### config.mk
export PLATFORM = sky130hd
export DESIGN_NAME = fp32_add_pipe
export DESIGN_NICKNAME = d
export VERILOG_FILES = /design/src/rtl/fp32_add_pkg.sv /design/src/rtl/fadd_align.sv /design/src/rtl/fadd_sum.sv /design/src/rtl/fadd_norm.sv /design/src/rtl/fadd_round.sv /design/src/rtl/fp32_add_pipe.sv
export SDC_FILE = /design/constraint.sdc
export NUM_CORES = 1
export LEC_CHECK = 0
export ABC_AREA = 1
export CORE_MARGIN = 8
export CORE_UTILIZATION = 55
export CTS_CLUSTER_SIZE = 28
export DETAILED_ROUTE_END_ITERATION = 10
export PLACE_DENSITY = 0.74
export SLEW_MARGIN = 15
export SYNTH_ARGS = -nofsm -noshare
export SYNTH_HDL_FRONTEND = slang
export SYNTH_HIERARCHICAL = 1
export SYNTH_SLANG_ARGS = --single-unit
### constraint.sdc
create_clock -name clk -period 6 [get_ports clk]
set_input_delay 0.9 -clock clk [delete_from_list [all_inputs] [get_ports clk]]
set_output_delay 0.9 -clock clk [all_outputs]
set_load 0.02 [all_outputs]
### src/rtl/fp32_add_pkg.sv
package fp32_add_pkg;
  localparam int FP_EXP_W  = 8;
  localparam int FP_FRAC_W = 23;
  localparam int GRS_W     = 3;
endpackage

### src/rtl/fadd_align.sv
module fadd_align
  import fp32_add_pkg::*;
#(
  parameter int EXP_W  = FP_EXP_W,
  parameter int FRAC_W = FP_FRAC_W
) (
  input  logic                      clk,
  input  logic                      rst,
  input  logic                      in_valid,
  input  logic [EXP_W+FRAC_W:0]     in_a,
  input  logic [EXP_W+FRAC_W:0]     in_b,
  input  logic                      in_sub,
  output logic                      al_valid,
  output logic [EXP_W-1:0]          al_exp,
  output logic [FRAC_W+GRS_W:0]     al_big,
  output logic [FRAC_W+GRS_W:0]     al_small,
  output logic                      al_sign,
  output logic                      al_esub,
  output logic                      al_spec,
  output logic [EXP_W+FRAC_W:0]     al_spec_word
);
  localparam int W     = 1 + EXP_W + FRAC_W;
  localparam int SIG_W = FRAC_W + 1;
  localparam int EXT_W = SIG_W + GRS_W;
  localparam int EMAX  = (1 << EXP_W) - 1;

  logic [EXP_W-1:0]  ea, eb, e_big, e_small;
  logic              sa, sb, za, zb, swap;
  logic [W-2:0]      mag_a, mag_b;
  logic [SIG_W-1:0]  sig_a, sig_b, sig_big, sig_small;
  logic [EXT_W-1:0]  small_ext, shifted;
  logic              lost;
  int                d_i;
  logic              spec_n;
  logic [W-1:0]      spec_word_n;

  always_comb begin
    ea    = in_a[W-2:FRAC_W];
    eb    = in_b[W-2:FRAC_W];
    sa    = in_a[W-1];
    sb    = in_b[W-1] ^ in_sub;
    za    = (ea == '0);
    zb    = (eb == '0);
    sig_a = za ? '0 : {1'b1, in_a[FRAC_W-1:0]};
    sig_b = zb ? '0 : {1'b1, in_b[FRAC_W-1:0]};
    mag_a = za ? '0 : in_a[W-2:0];
    mag_b = zb ? '0 : in_b[W-2:0];
    swap  = (mag_b > mag_a);
    e_big     = swap ? (zb ? '0 : eb) : (za ? '0 : ea);
    e_small   = swap ? (za ? '0 : ea) : (zb ? '0 : eb);
    sig_big   = swap ? sig_b : sig_a;
    sig_small = swap ? sig_a : sig_b;
    small_ext = {sig_small, {GRS_W{1'b0}}};
    d_i = int'(e_big) - int'(e_small);
    if (d_i >= EXT_W) begin
      shifted = '0;
      lost    = |small_ext;
    end else begin
      shifted = small_ext >> d_i;
      lost    = |(small_ext & ~({EXT_W{1'b1}} << d_i));
    end
    spec_n      = 1'b0;
    spec_word_n = '0;
    if (int'(ea) == EMAX) begin
      spec_n      = 1'b1;
      spec_word_n = in_a;
    end else if (int'(eb) == EMAX) begin
      spec_n      = 1'b1;
      spec_word_n = {sb, in_b[W-2:0]};
    end
  end

  always_ff @(posedge clk) begin
    if (rst) begin
      al_valid     <= 1'b0;
      al_exp       <= '0;
      al_big       <= '0;
      al_small     <= '0;
      al_sign      <= 1'b0;
      al_esub      <= 1'b0;
      al_spec      <= 1'b0;
      al_spec_word <= '0;
    end else begin
      al_valid     <= in_valid;
      al_exp       <= e_big;
      al_big       <= {sig_big, {GRS_W{1'b0}}};
      al_small     <= {shifted[EXT_W-1:1], shifted[0] | lost};
      al_sign      <= swap ? sb : sa;
      al_esub      <= sa ^ sb;
      al_spec      <= spec_n;
      al_spec_word <= spec_word_n;
    end
  end


  order_chk: assert property (@(posedge clk) disable iff (rst)
    (al_valid && !al_spec) |-> (al_small <= al_big));
endmodule

### src/rtl/fadd_sum.sv
module fadd_sum
  import fp32_add_pkg::*;
#(
  parameter int EXP_W  = FP_EXP_W,
  parameter int FRAC_W = FP_FRAC_W
) (
  input  logic                      clk,
  input  logic                      rst,
  input  logic                      al_valid,
  input  logic [EXP_W-1:0]          al_exp,
  input  logic [FRAC_W+GRS_W:0]     al_big,
  input  logic [FRAC_W+GRS_W:0]     al_small,
  input  logic                      al_sign,
  input  logic                      al_esub,
  input  logic                      al_spec,
  input  logic [EXP_W+FRAC_W:0]     al_spec_word,
  output logic                      sm_valid,
  output logic [EXP_W-1:0]          sm_exp,
  output logic [FRAC_W+GRS_W+1:0]   sm_sum,
  output logic                      sm_sign,
  output logic                      sm_spec,
  output logic [EXP_W+FRAC_W:0]     sm_spec_word
);
  localparam int EXT_W = FRAC_W + 1 + GRS_W;

  logic [EXT_W:0] sum_n;

  always_comb begin
    if (al_esub) sum_n = {1'b0, al_big} - {1'b0, al_small};
    else         sum_n = {1'b0, al_big} + {1'b0, al_small};
  end

  always_ff @(posedge clk) begin
    if (rst) begin
      sm_valid     <= 1'b0;
      sm_exp       <= '0;
      sm_sum       <= '0;
      sm_sign      <= 1'b0;
      sm_spec      <= 1'b0;
      sm_spec_word <= '0;
    end else begin
      sm_valid     <= al_valid;
      sm_exp       <= al_exp;
      sm_sum       <= sum_n;
      sm_sign      <= al_sign;
      sm_spec      <= al_spec;
      sm_spec_word <= al_spec_word;
    end
  end
endmodule

### src/rtl/fadd_norm.sv
module fadd_norm
  import fp32_add_pkg::*;
#(
  parameter int EXP_W  = FP_EXP_W,
  parameter int FRAC_W = FP_FRAC_W
) (
  input  logic                      clk,
  input  logic                      rst,
  input  logic                      sm_valid,
  input  logic [EXP_W-1:0]          sm_exp,
  input  logic [FRAC_W+GRS_W+1:0]   sm_sum,
  input  logic                      sm_sign,
  input  logic                      sm_spec,
  input  logic [EXP_W+FRAC_W:0]     sm_spec_word,
  output logic                      nm_valid,
  output logic [EXP_W:0]            nm_exp,
  output logic [FRAC_W+GRS_W:0]     nm_mant,
  output logic                      nm_sign,
  output logic                      nm_zero,
  output logic                      nm_unf,
  output logic                      nm_spec,
  output logic [EXP_W+FRAC_W:0]     nm_spec_word
);
  localparam int EXT_W = FRAC_W + 1 + GRS_W;

  int               lz_i, e_i;
  logic [EXT_W-1:0] mant_n;
  logic             zero_n, unf_n;

  always_comb begin
    lz_i = EXT_W;
    for (int i = 0; i < EXT_W; i++)
      if (sm_sum[i]) lz_i = EXT_W - 1 - i;
    zero_n = (sm_sum == '0);
    if (sm_sum[EXT_W]) begin
      mant_n = {sm_sum[EXT_W:2], sm_sum[1] | sm_sum[0]};
      e_i    = int'(sm_exp) + 1;
    end else begin
      mant_n = sm_sum[EXT_W-1:0] << lz_i;
      e_i    = int'(sm_exp) - lz_i;
    end
    unf_n = !zero_n && (e_i <= 0);
  end

  always_ff @(posedge clk) begin
    if (rst) begin
      nm_valid     <= 1'b0;
      nm_exp       <= '0;
      nm_mant      <= '0;
      nm_sign      <= 1'b0;
      nm_zero      <= 1'b0;
      nm_unf       <= 1'b0;
      nm_spec      <= 1'b0;
      nm_spec_word <= '0;
    end else begin
      nm_valid     <= sm_valid;
      nm_exp       <= unf_n ? '0 : e_i[EXP_W:0];
      nm_mant      <= mant_n;
      nm_sign      <= sm_sign;
      nm_zero      <= zero_n;
      nm_unf       <= unf_n;
      nm_spec      <= sm_spec;
      nm_spec_word <= sm_spec_word;
    end
  end


  lead_one_chk: assert property (@(posedge clk) disable iff (rst)
    (nm_valid && !nm_zero && !nm_spec) |-> nm_mant[EXT_W-1]);
endmodule

### src/rtl/fadd_round.sv
module fadd_round
  import fp32_add_pkg::*;
#(
  parameter int EXP_W  = FP_EXP_W,
  parameter int FRAC_W = FP_FRAC_W
) (
  input  logic                      clk,
  input  logic                      rst,
  input  logic                      nm_valid,
  input  logic [EXP_W:0]            nm_exp,
  input  logic [FRAC_W+GRS_W:0]     nm_mant,
  input  logic                      nm_sign,
  input  logic                      nm_zero,
  input  logic                      nm_unf,
  input  logic                      nm_spec,
  input  logic [EXP_W+FRAC_W:0]     nm_spec_word,
  output logic                      out_valid,
  output logic [EXP_W+FRAC_W:0]     out_result,
  output logic                      out_ovf,
  output logic                      out_unf
);
  localparam int W     = 1 + EXP_W + FRAC_W;
  localparam int SIG_W = FRAC_W + 1;
  localparam int EMAX  = (1 << EXP_W) - 1;

  logic [SIG_W-1:0]  sig;
  logic              g_bit, r_bit, s_bit, up;
  logic [SIG_W:0]    sig_r;
  logic [EXP_W:0]    exp_r;
  logic [FRAC_W-1:0] frac_r;
  logic [W-1:0]      res_n;
  logic              ovf_n, unf_n;

  always_comb begin
    sig    = nm_mant[FRAC_W+GRS_W:GRS_W];
    g_bit  = nm_mant[2];
    r_bit  = nm_mant[1];
    s_bit  = nm_mant[0];
    up     = g_bit & (r_bit | s_bit | sig[0]);
    sig_r  = {1'b0, sig} + {{SIG_W{1'b0}}, up};
    exp_r  = nm_exp + {{EXP_W{1'b0}}, sig_r[SIG_W]};
    frac_r = sig_r[SIG_W] ? sig_r[SIG_W-1:1] : sig_r[FRAC_W-1:0];
    ovf_n  = 1'b0;
    unf_n  = 1'b0;
    if (nm_spec) begin
      res_n = nm_spec_word;
    end else if (nm_zero) begin
      res_n = '0;
    end else if (nm_unf) begin
      res_n = {nm_sign, {(W-1){1'b0}}};
      unf_n = 1'b1;
    end else if (int'(exp_r) >= EMAX) begin
      res_n = {nm_sign, {EXP_W{1'b1}}, {FRAC_W{1'b0}}};
      ovf_n = 1'b1;
    end else begin
      res_n = {nm_sign, exp_r[EXP_W-1:0], frac_r};
    end
  end

  always_ff @(posedge clk) begin
    if (rst) begin
      out_valid  <= 1'b0;
      out_result <= '0;
      out_ovf    <= 1'b0;
      out_unf    <= 1'b0;
    end else begin
      out_valid  <= nm_valid;
      out_result <= res_n;
      out_ovf    <= ovf_n;
      out_unf    <= unf_n;
    end
  end


  inf_form_chk: assert property (@(posedge clk) disable iff (rst)
    out_ovf |-> (out_result[W-2:FRAC_W] == {EXP_W{1'b1}}) && (out_result[FRAC_W-1:0] == '0));


  flush_form_chk: assert property (@(posedge clk) disable iff (rst)
    out_unf |-> (out_result[W-2:0] == '0));
endmodule

### src/rtl/fp32_add_pipe.sv
module fp32_add_pipe
  import fp32_add_pkg::*;
#(
  parameter int EXP_W  = FP_EXP_W,
  parameter int FRAC_W = FP_FRAC_W
) (
  input  logic                  clk,
  input  logic                  rst,
  input  logic                  in_valid,
  input  logic [EXP_W+FRAC_W:0] in_a,
  input  logic [EXP_W+FRAC_W:0] in_b,
  input  logic                  in_sub,
  output logic                  out_valid,
  output logic [EXP_W+FRAC_W:0] out_result,
  output logic                  out_ovf,
  output logic                  out_unf
);
  localparam int W     = 1 + EXP_W + FRAC_W;
  localparam int EXT_W = FRAC_W + 1 + GRS_W;

  logic             al_valid, al_sign, al_esub, al_spec;
  logic [EXP_W-1:0] al_exp;
  logic [EXT_W-1:0] al_big, al_small;
  logic [W-1:0]     al_spec_word;

  logic             sm_valid, sm_sign, sm_spec;
  logic [EXP_W-1:0] sm_exp;
  logic [EXT_W:0]   sm_sum;
  logic [W-1:0]     sm_spec_word;

  logic             nm_valid, nm_sign, nm_zero, nm_unf, nm_spec;
  logic [EXP_W:0]   nm_exp;
  logic [EXT_W-1:0] nm_mant;
  logic [W-1:0]     nm_spec_word;

  fadd_align #(.EXP_W(EXP_W), .FRAC_W(FRAC_W)) u_align (
    .clk(clk), .rst(rst), .in_valid(in_valid), .in_a(in_a), .in_b(in_b),
    .in_sub(in_sub), .al_valid(al_valid), .al_exp(al_exp), .al_big(al_big),
    .al_small(al_small), .al_sign(al_sign), .al_esub(al_esub),
    .al_spec(al_spec), .al_spec_word(al_spec_word));

  fadd_sum #(.EXP_W(EXP_W), .FRAC_W(FRAC_W)) u_sum (
    .clk(clk), .rst(rst), .al_valid(al_valid), .al_exp(al_exp),
    .al_big(al_big), .al_small(al_small), .al_sign(al_sign),
    .al_esub(al_esub), .al_spec(al_spec), .al_spec_word(al_spec_word),
    .sm_valid(sm_valid), .sm_exp(sm_exp), .sm_sum(sm_sum),
    .sm_sign(sm_sign), .sm_spec(sm_spec), .sm_spec_word(sm_spec_word));

  fadd_norm #(.EXP_W(EXP_W), .FRAC_W(FRAC_W)) u_norm (
    .clk(clk), .rst(rst), .sm_valid(sm_valid), .sm_exp(sm_exp),
    .sm_sum(sm_sum), .sm_sign(sm_sign), .sm_spec(sm_spec),
    .sm_spec_word(sm_spec_word), .nm_valid(nm_valid), .nm_exp(nm_exp),
    .nm_mant(nm_mant), .nm_sign(nm_sign), .nm_zero(nm_zero),
    .nm_unf(nm_unf), .nm_spec(nm_spec), .nm_spec_word(nm_spec_word));

  fadd_round #(.EXP_W(EXP_W), .FRAC_W(FRAC_W)) u_round (
    .clk(clk), .rst(rst), .nm_valid(nm_valid), .nm_exp(nm_exp),
    .nm_mant(nm_mant), .nm_sign(nm_sign), .nm_zero(nm_zero),
    .nm_unf(nm_unf), .nm_spec(nm_spec), .nm_spec_word(nm_spec_word),
    .out_valid(out_valid), .out_result(out_result), .out_ovf(out_ovf),
    .out_unf(out_unf));

  logic [2:0] age;
  always_ff @(posedge clk) begin
    if (rst)               age <= '0;
    else if (age != 3'd4)  age <= age + 3'd1;
  end


  latency_chk: assert property (@(posedge clk) disable iff (rst)
    (age == 3'd4) |-> (out_valid == $past(in_valid, 4)));


  flag_excl_chk: assert property (@(posedge clk) disable iff (rst)
    $onehot0({out_ovf, out_unf}));


  reset_clear_chk: assert property (@(posedge clk)
    rst |=> (!out_valid && out_result == '0 && !out_ovf && !out_unf));
endmodule

# After elaboration in Yosys (flattened, before gate mapping)
# Cells that the tools add are included.
# word_totals
elab_cells	118
in_bits	68
reg_bits	277
out_inout_bits	35
# classes
muxes	54
bitwise_logic	9
add_sub_neg	7
shifts	3
n_lt_le_gt_ge	4
eq_ne	2
reduce_logical	11
# op_table
cell	count
2-to-1 mux 32 bit	5
2-to-1 mux 31 bit	4
2-to-1 mux 24 bit	4
2-to-1 mux 5 bit	16
>= comparator 32 x 6 -> 1 bit (second input constant)	1
<= comparator 32 x 1 -> 1 bit (second input constant)	1
2-to-1 mux 4 bit	8
2-to-1 mux 8 bit	4
<< shifter 27 x 32 -> 27 bit (first input constant)	1
right shift 27 x 32 -> 27 bit	1
> comparator 31 bit	1
adder 27 x 27 -> 28 bit	1
logical NOT 28 bit	1
2-to-1 mux 28 bit	1
subtractor 27 x 27 -> 28 bit	1
bitwise AND 27 bit	1
2-to-1 mux 27 bit	1
NOT 27 bit	1
OR reduction 27 bit	1
<< shifter 27 x 5 -> 27 bit	1
adder 24 x 1 -> 25 bit	1
OR reduction 24 bit	1
2-to-1 mux 23 bit	1
== test 8 x 1 -> 1 bit (second input constant)	2
other kinds (16)	30

# Longest topological paths before layout
# depth
word_depth	32
ltp_mapped	42
depth_no_buf	41

# Cells and area by module
# Netlist, hierarchy kept.
# by_module_without_submodules
module	n_inst	cells_each	area_per_inst_um2	seq_area_each_um2
fadd_align	1	1130	6829.0	1901.8
fadd_sum	1	783	4737.0	1421.4
fadd_norm	1	687	4315.4	1461.4
fadd_round	1	371	2341.0	700.7

# Worst setup path before layout
# No wires, ideal clock.
# synth_timing
path_type	input port to flip-flop
from	input port in_b[23]
to	register u_align.al_small[14]
required_time_ns	5.934
cell_stages	33
arrival_time_ns	4.960
path_slack_ns	0.974
path_buffers	3
cell_sequence	inv_1 -> nand4_1 -> nor2_1 -> clkbuf_1 -> clkbuf_1 -> nor2_1 -> ha_1 -> nand2_1 -> nor2_1 -> nand4_1 -> nor2_1 -> nand4_2 -> nand3_1 -> nand3_1 -> ha_1 -> inv_1 -> nand2_2 -> nand2_1 -> nand2_1 -> nand2_2 -> nand2_4 -> inv_2 -> nor2_1 -> o21ai_1 -> nand2_1 -> nand2_1 -> inv_2 -> nor3_4 -> inv_2 -> nor2_8 -> inv_2 -> buf_6 -> a21oi_2
# synth_between
elab_chain_cells	7
word_cells_on_any_way	12
# synth_rtl
item	line	source
start, declared	fp32_add_pipe.sv:11	input logic [EXP_W+FRAC_W:0] in_b,
logical NOT 8 bit	fadd_align.sv:43	zb = (eb == '0);
2-to-1 mux 31 bit	fadd_align.sv:47	mag_b = zb ? '0 : in_b[W-2:0];
> comparator 31 bit	fadd_align.sv:48	swap = (mag_b > mag_a);
2-to-1 mux 8 bit (on tied branches)	fadd_align.sv:49, fadd_align.sv:50	
subtractor 8 x 8 -> 9 bit	fadd_align.sv:54	d_i = int'(e_big) - int'(e_small);
>= comparator 32 x 6 -> 1 bit	fadd_align.sv:55	if (d_i >= EXT_W) begin
OR reduction 2 bit (no line)	n/a	
end signal, assigned	fadd_align.sv:87	al_small <= {shifted[EXT_W-1:1], shifted[0] | lost};
end, declared	fadd_align.sv:16	output logic [FRAC_W+GRS_W:0] al_small,
# Several ways; a longest one is shown, not always the timed one.
# A chain may end at the register's enable or synchronous reset.

# Worst setup path after layout
# layout_timing
from	input port in_a[27]
to	register u_align.al_small[14]
# layout_between
elab_chain_cells	7
word_cells_on_any_way	12
# layout_rtl
item	line	source
start, declared	fp32_add_pipe.sv:10	input logic [EXP_W+FRAC_W:0] in_a,
logical NOT 8 bit	fadd_align.sv:42	za = (ea == '0);
2-to-1 mux 31 bit	fadd_align.sv:46	mag_a = za ? '0 : in_a[W-2:0];
> comparator 31 bit	fadd_align.sv:48	
2-to-1 mux 8 bit (on tied branches)	fadd_align.sv:49, fadd_align.sv:50	
subtractor 8 x 8 -> 9 bit	fadd_align.sv:54	
>= comparator 32 x 6 -> 1 bit	fadd_align.sv:55	
OR reduction 2 bit (no line)	n/a	
# Several ways; a longest one is shown, not always the timed one.

==> impl_metrics.csv <==
group,metric,value,unit
placed_design,gp_congestion,1.01,
setup_path,worstRegToRegCells,39,
logic_synthesis,ys_ff_latch,274,
detailed_routing,drt-total-wl,58700,um
sta,finalSetupTns,0,ns
detailed_routing,final_antenna_net_count,0,
placed_design,portBuffers,102,
floorplan,initial_core_util,0.559,
sta,rsz0062_at_grt,"no",
floorplan,die_area,0.0392,mm2
sta,hold_viol,0,
detailed_routing,route.vias.total,18900,
power_and_ir_drop,peakVddDrop,313,uV
setup_path,cp-end-kind,"flop",
floorplan,die_h,198,um
setup_path,crit_path_max_incr_delay,0.54,ns
logic_synthesis,synth_edf_count,0,
layout,antenna_cells,0,
global_route,grt_max_degree,76,
setup_path,critPathArrivalTime,5.99,ns
global_route,grt_antenna_before_repair,1,
setup_path,crit_required,6.50,ns
sta,finalCritPeriodShare,0.914,
clock_tree,path_clk_slew,0.06,ns
clock_tree,post-cts-setup-buffers,0,
global_route,grt-ovfl-total,0,
layout,drive_gt1_frac,0.0636,
detailed_routing,drt-vias-per-instance,5.41,
clock_tree,cts_buffers,29,
placed_design,placed_area,0.0196,mm2
layout,stdcell_area,0.0206,mm2
clock_tree,htreeDepth,1,
outcome,outcome,"finished clean",
detailed_routing,dr.pass1.iters,6,
sta,relSlewSlack,0.287,
power_and_ir_drop,power.leakage,10.0,nW
setup_path,cp_top_family,"simple AND/OR/NAND/NOR gates",
logic_synthesis,ys_types,63,
setup_path,slowest_stage,"clkdlybuf4s50_1",
global_route,grt_pass1_vias,18000,
logic_synthesis,syn_area,0.0182,mm2
sta,setup_viol,0,
clock_tree,post_cts_resized,0,
floorplan,io_pins,103,
sta,skew,0.0153,ns
sta,period_needed,5.49,ns
floorplan,die_width,198,um
logic_synthesis,synth_ff_type,"dfxtp_1",
sta,worst_pin_slew,1.07,ns
detailed_routing,drt_iter0_drc,1708,
placed_design,dpl.hpwl,46400,um
sta,max_freq,182,MHz
power_and_ir_drop,power_density,422,mW/mm2
floorplan,coreArea,0.0326,mm2
layout,layout_commonest_cell,"nand2_1",
clock_tree,root_buffer,"clkbuf_16",
setup_path,worstSetupPathType,"input pin to flop",
logic_synthesis,ys_seq_area_frac,0.301,
setup_path,critPathMaxFanout,23,
detailed_routing,wl_per_cell,16.8,um
setup_path,r2r_slack,1.38,ns
logic_synthesis,async_flop_share,0,
clock_tree,cts.path.max_buffers,3,
clock_tree,insertion_delay,0.57,ns
layout,layout.nets,3176,
setup_path,rr_endpoint,"u_norm/nm_exp[0]",
detailed_routing,drc,0,
clock_tree,hold_buffers,0,
setup_path,startpoint_type,"input pin",
logic_synthesis,synth_warnings,6,
setup_path,worstReg2RegStart,"u_sum/sm_sum[0]",
layout,layout_common_cells,"nand2_1, inv_1, nor2_1, nand3_1, dfxtp_1",
clock_tree,cts_tree,"yes",
global_route,grt_pass1_wl,93500,um
worst_hold_path,hp-start,"u_align/al_spec_word[10]",
global_route,grt_usage,0.295,
sta,drv_slew,0,
flow_run,cap_violations,0,
layout,syn_to_final_growth,12.8,%
logic_synthesis,syn_area_per_cell,6.13,um2
sta,whs,0.397,ns
worst_hold_path,hold_depth,2,
worst_hold_path,min_to,"u_sum/sm_spec_word[10]",
floorplan,num_rows,66,
worst_hold_path,hp-class,"flop to flop",
clock_tree,clock-sinks,274,
setup_path,critPathMostFrequentCell,"nand2_1",
logic_synthesis,syn_inst,2971,
setup_path,critPathBufInv,8,
## Yosys cell counts (20+ instances only)
cell	n	area share
a211oi_1	25	0.010
a21oi_1	116	0.032
clkbuf_1	66	0.014
dfxtp_1	274	0.30
ha_1	71	0.049
inv_1	446	0.092
nand2_1	818	0.17
nand3_1	322	0.088
nand4_1	38	0.013
nor2_1	402	0.083
nor2_2	20	0.0069
o21ai_0	93	0.026
xor2_1	31	0.015
## worst reg2reg max path, delay by kind of cell (launching register included)
kind | cells | cell delay [ns]
AO/OA/AOI/OAI | 3 | 0.55
buffers and inverters | 1 | 0.08
AND/OR/NAND/NOR | 33 | 2.87
adder cells (fa/ha/maj) | 2 | 0.47
flip-flops | 1 | 0.49
## through the flow
| stage | worst slack, ns | utilization | total power (W) | instances |
|---|---|---|---|---|
| 6_report | 0.515 | 0.630 | 0.00867 | 3494 |
| 5_1_grt | 0.210 | 0.630 | 0.00929 | 3494 |
| 4_1_cts | 0.682 | 0.630 | 0.00858 | 3494 |
| 3_5_place_dp | 0.117 | 0.601 | 0.00681 | 3446 |
| 3_3_place_gp | 0.122 | 0.601 | 0.00675 | 3446 |
| 2_1_floorplan | 0.974 | - | 0.00558 | 2973 |
## how the worst max path moves through the flow
stage	from	endpoint	cells after the start	slack, ns
after floorplan	in_b[23]	u_align/al_small[14]	33	0.97
after global placement	in_a[27]	u_align/al_small[14]	33	0.12
after detailed placement	in_a[27]	u_align/al_small[6]	33	0.12
after CTS	in_a[27]	u_align/al_small[14]	33	0.68
after global routing	in_a[26]	u_align/al_small[14]	32	0.21
final	in_a[27]	u_align/al_small[14]	33	0.51
## cells by family (layout without fill, tap and decap cells)
group | count (synthesis) | in the layout | synth area share
AOI/OAI and AO/OA | 318 | 318 | 0.103
other | 1 | 3 | 0.000206
buffers and inverters | 576 | 655 | 0.125
muxes | 2 | 2 | 0.00110
xor gates and xnor gates | 45 | 45 | 0.0225
adders and majority gates | 73 | 73 | 0.0509
and+or+nand+nor | 1682 | 1682 | 0.396
DFF | 274 | 274 | 0.301
## cell type report
type / count / area (um2)
fillers: 3184 / 12100
multi-input cells: 2123 / 10500
flip-flops and latches: 274 / 5490
inverters: 463 / 1740
repair buffers: 144 / 1360
clock buffers: 37 / 816
well taps: 442 / 553
clock inverters: 11 / 128
## metal layers
metal | GRT usage | vias to the layer above | part of all wire
met3 | 0.0343 | 162 | 0.068
met2 | 0.506 | 823 | 0.47
met1 | 0.364 | 8452 | 0.41
li1 | - | 9457 | -
met5 | 0 | - | 0.00019
met4 | 0.144 | 2 | 0.050
## sequential cells by signal (all words and copies together) (netlist names), 8 cells and up
name / flops
u_align/al_big: 24
u_align/al_exp: 8
u_align/al_small: 27
u_align/al_spec_word: 32
u_norm/nm_exp: 9
u_norm/nm_mant: 27
u_norm/nm_spec_word: 32
u_round/out_result: 32
u_sum/sm_exp: 8
u_sum/sm_spec_word: 32
u_sum/sm_sum: 28
## report_power, final
part | total (W) | leakage [nW] | switching (W) | internal [W]
sequential | 0.00231 | 2.24 | 0.000240 | 0.00207
clock | 0.00177 | 0.473 | 0.000724 | 0.00104
combinational | 0.00459 | 7.29 | 0.00311 | 0.00149
Power figures use the tool's default switching activity.
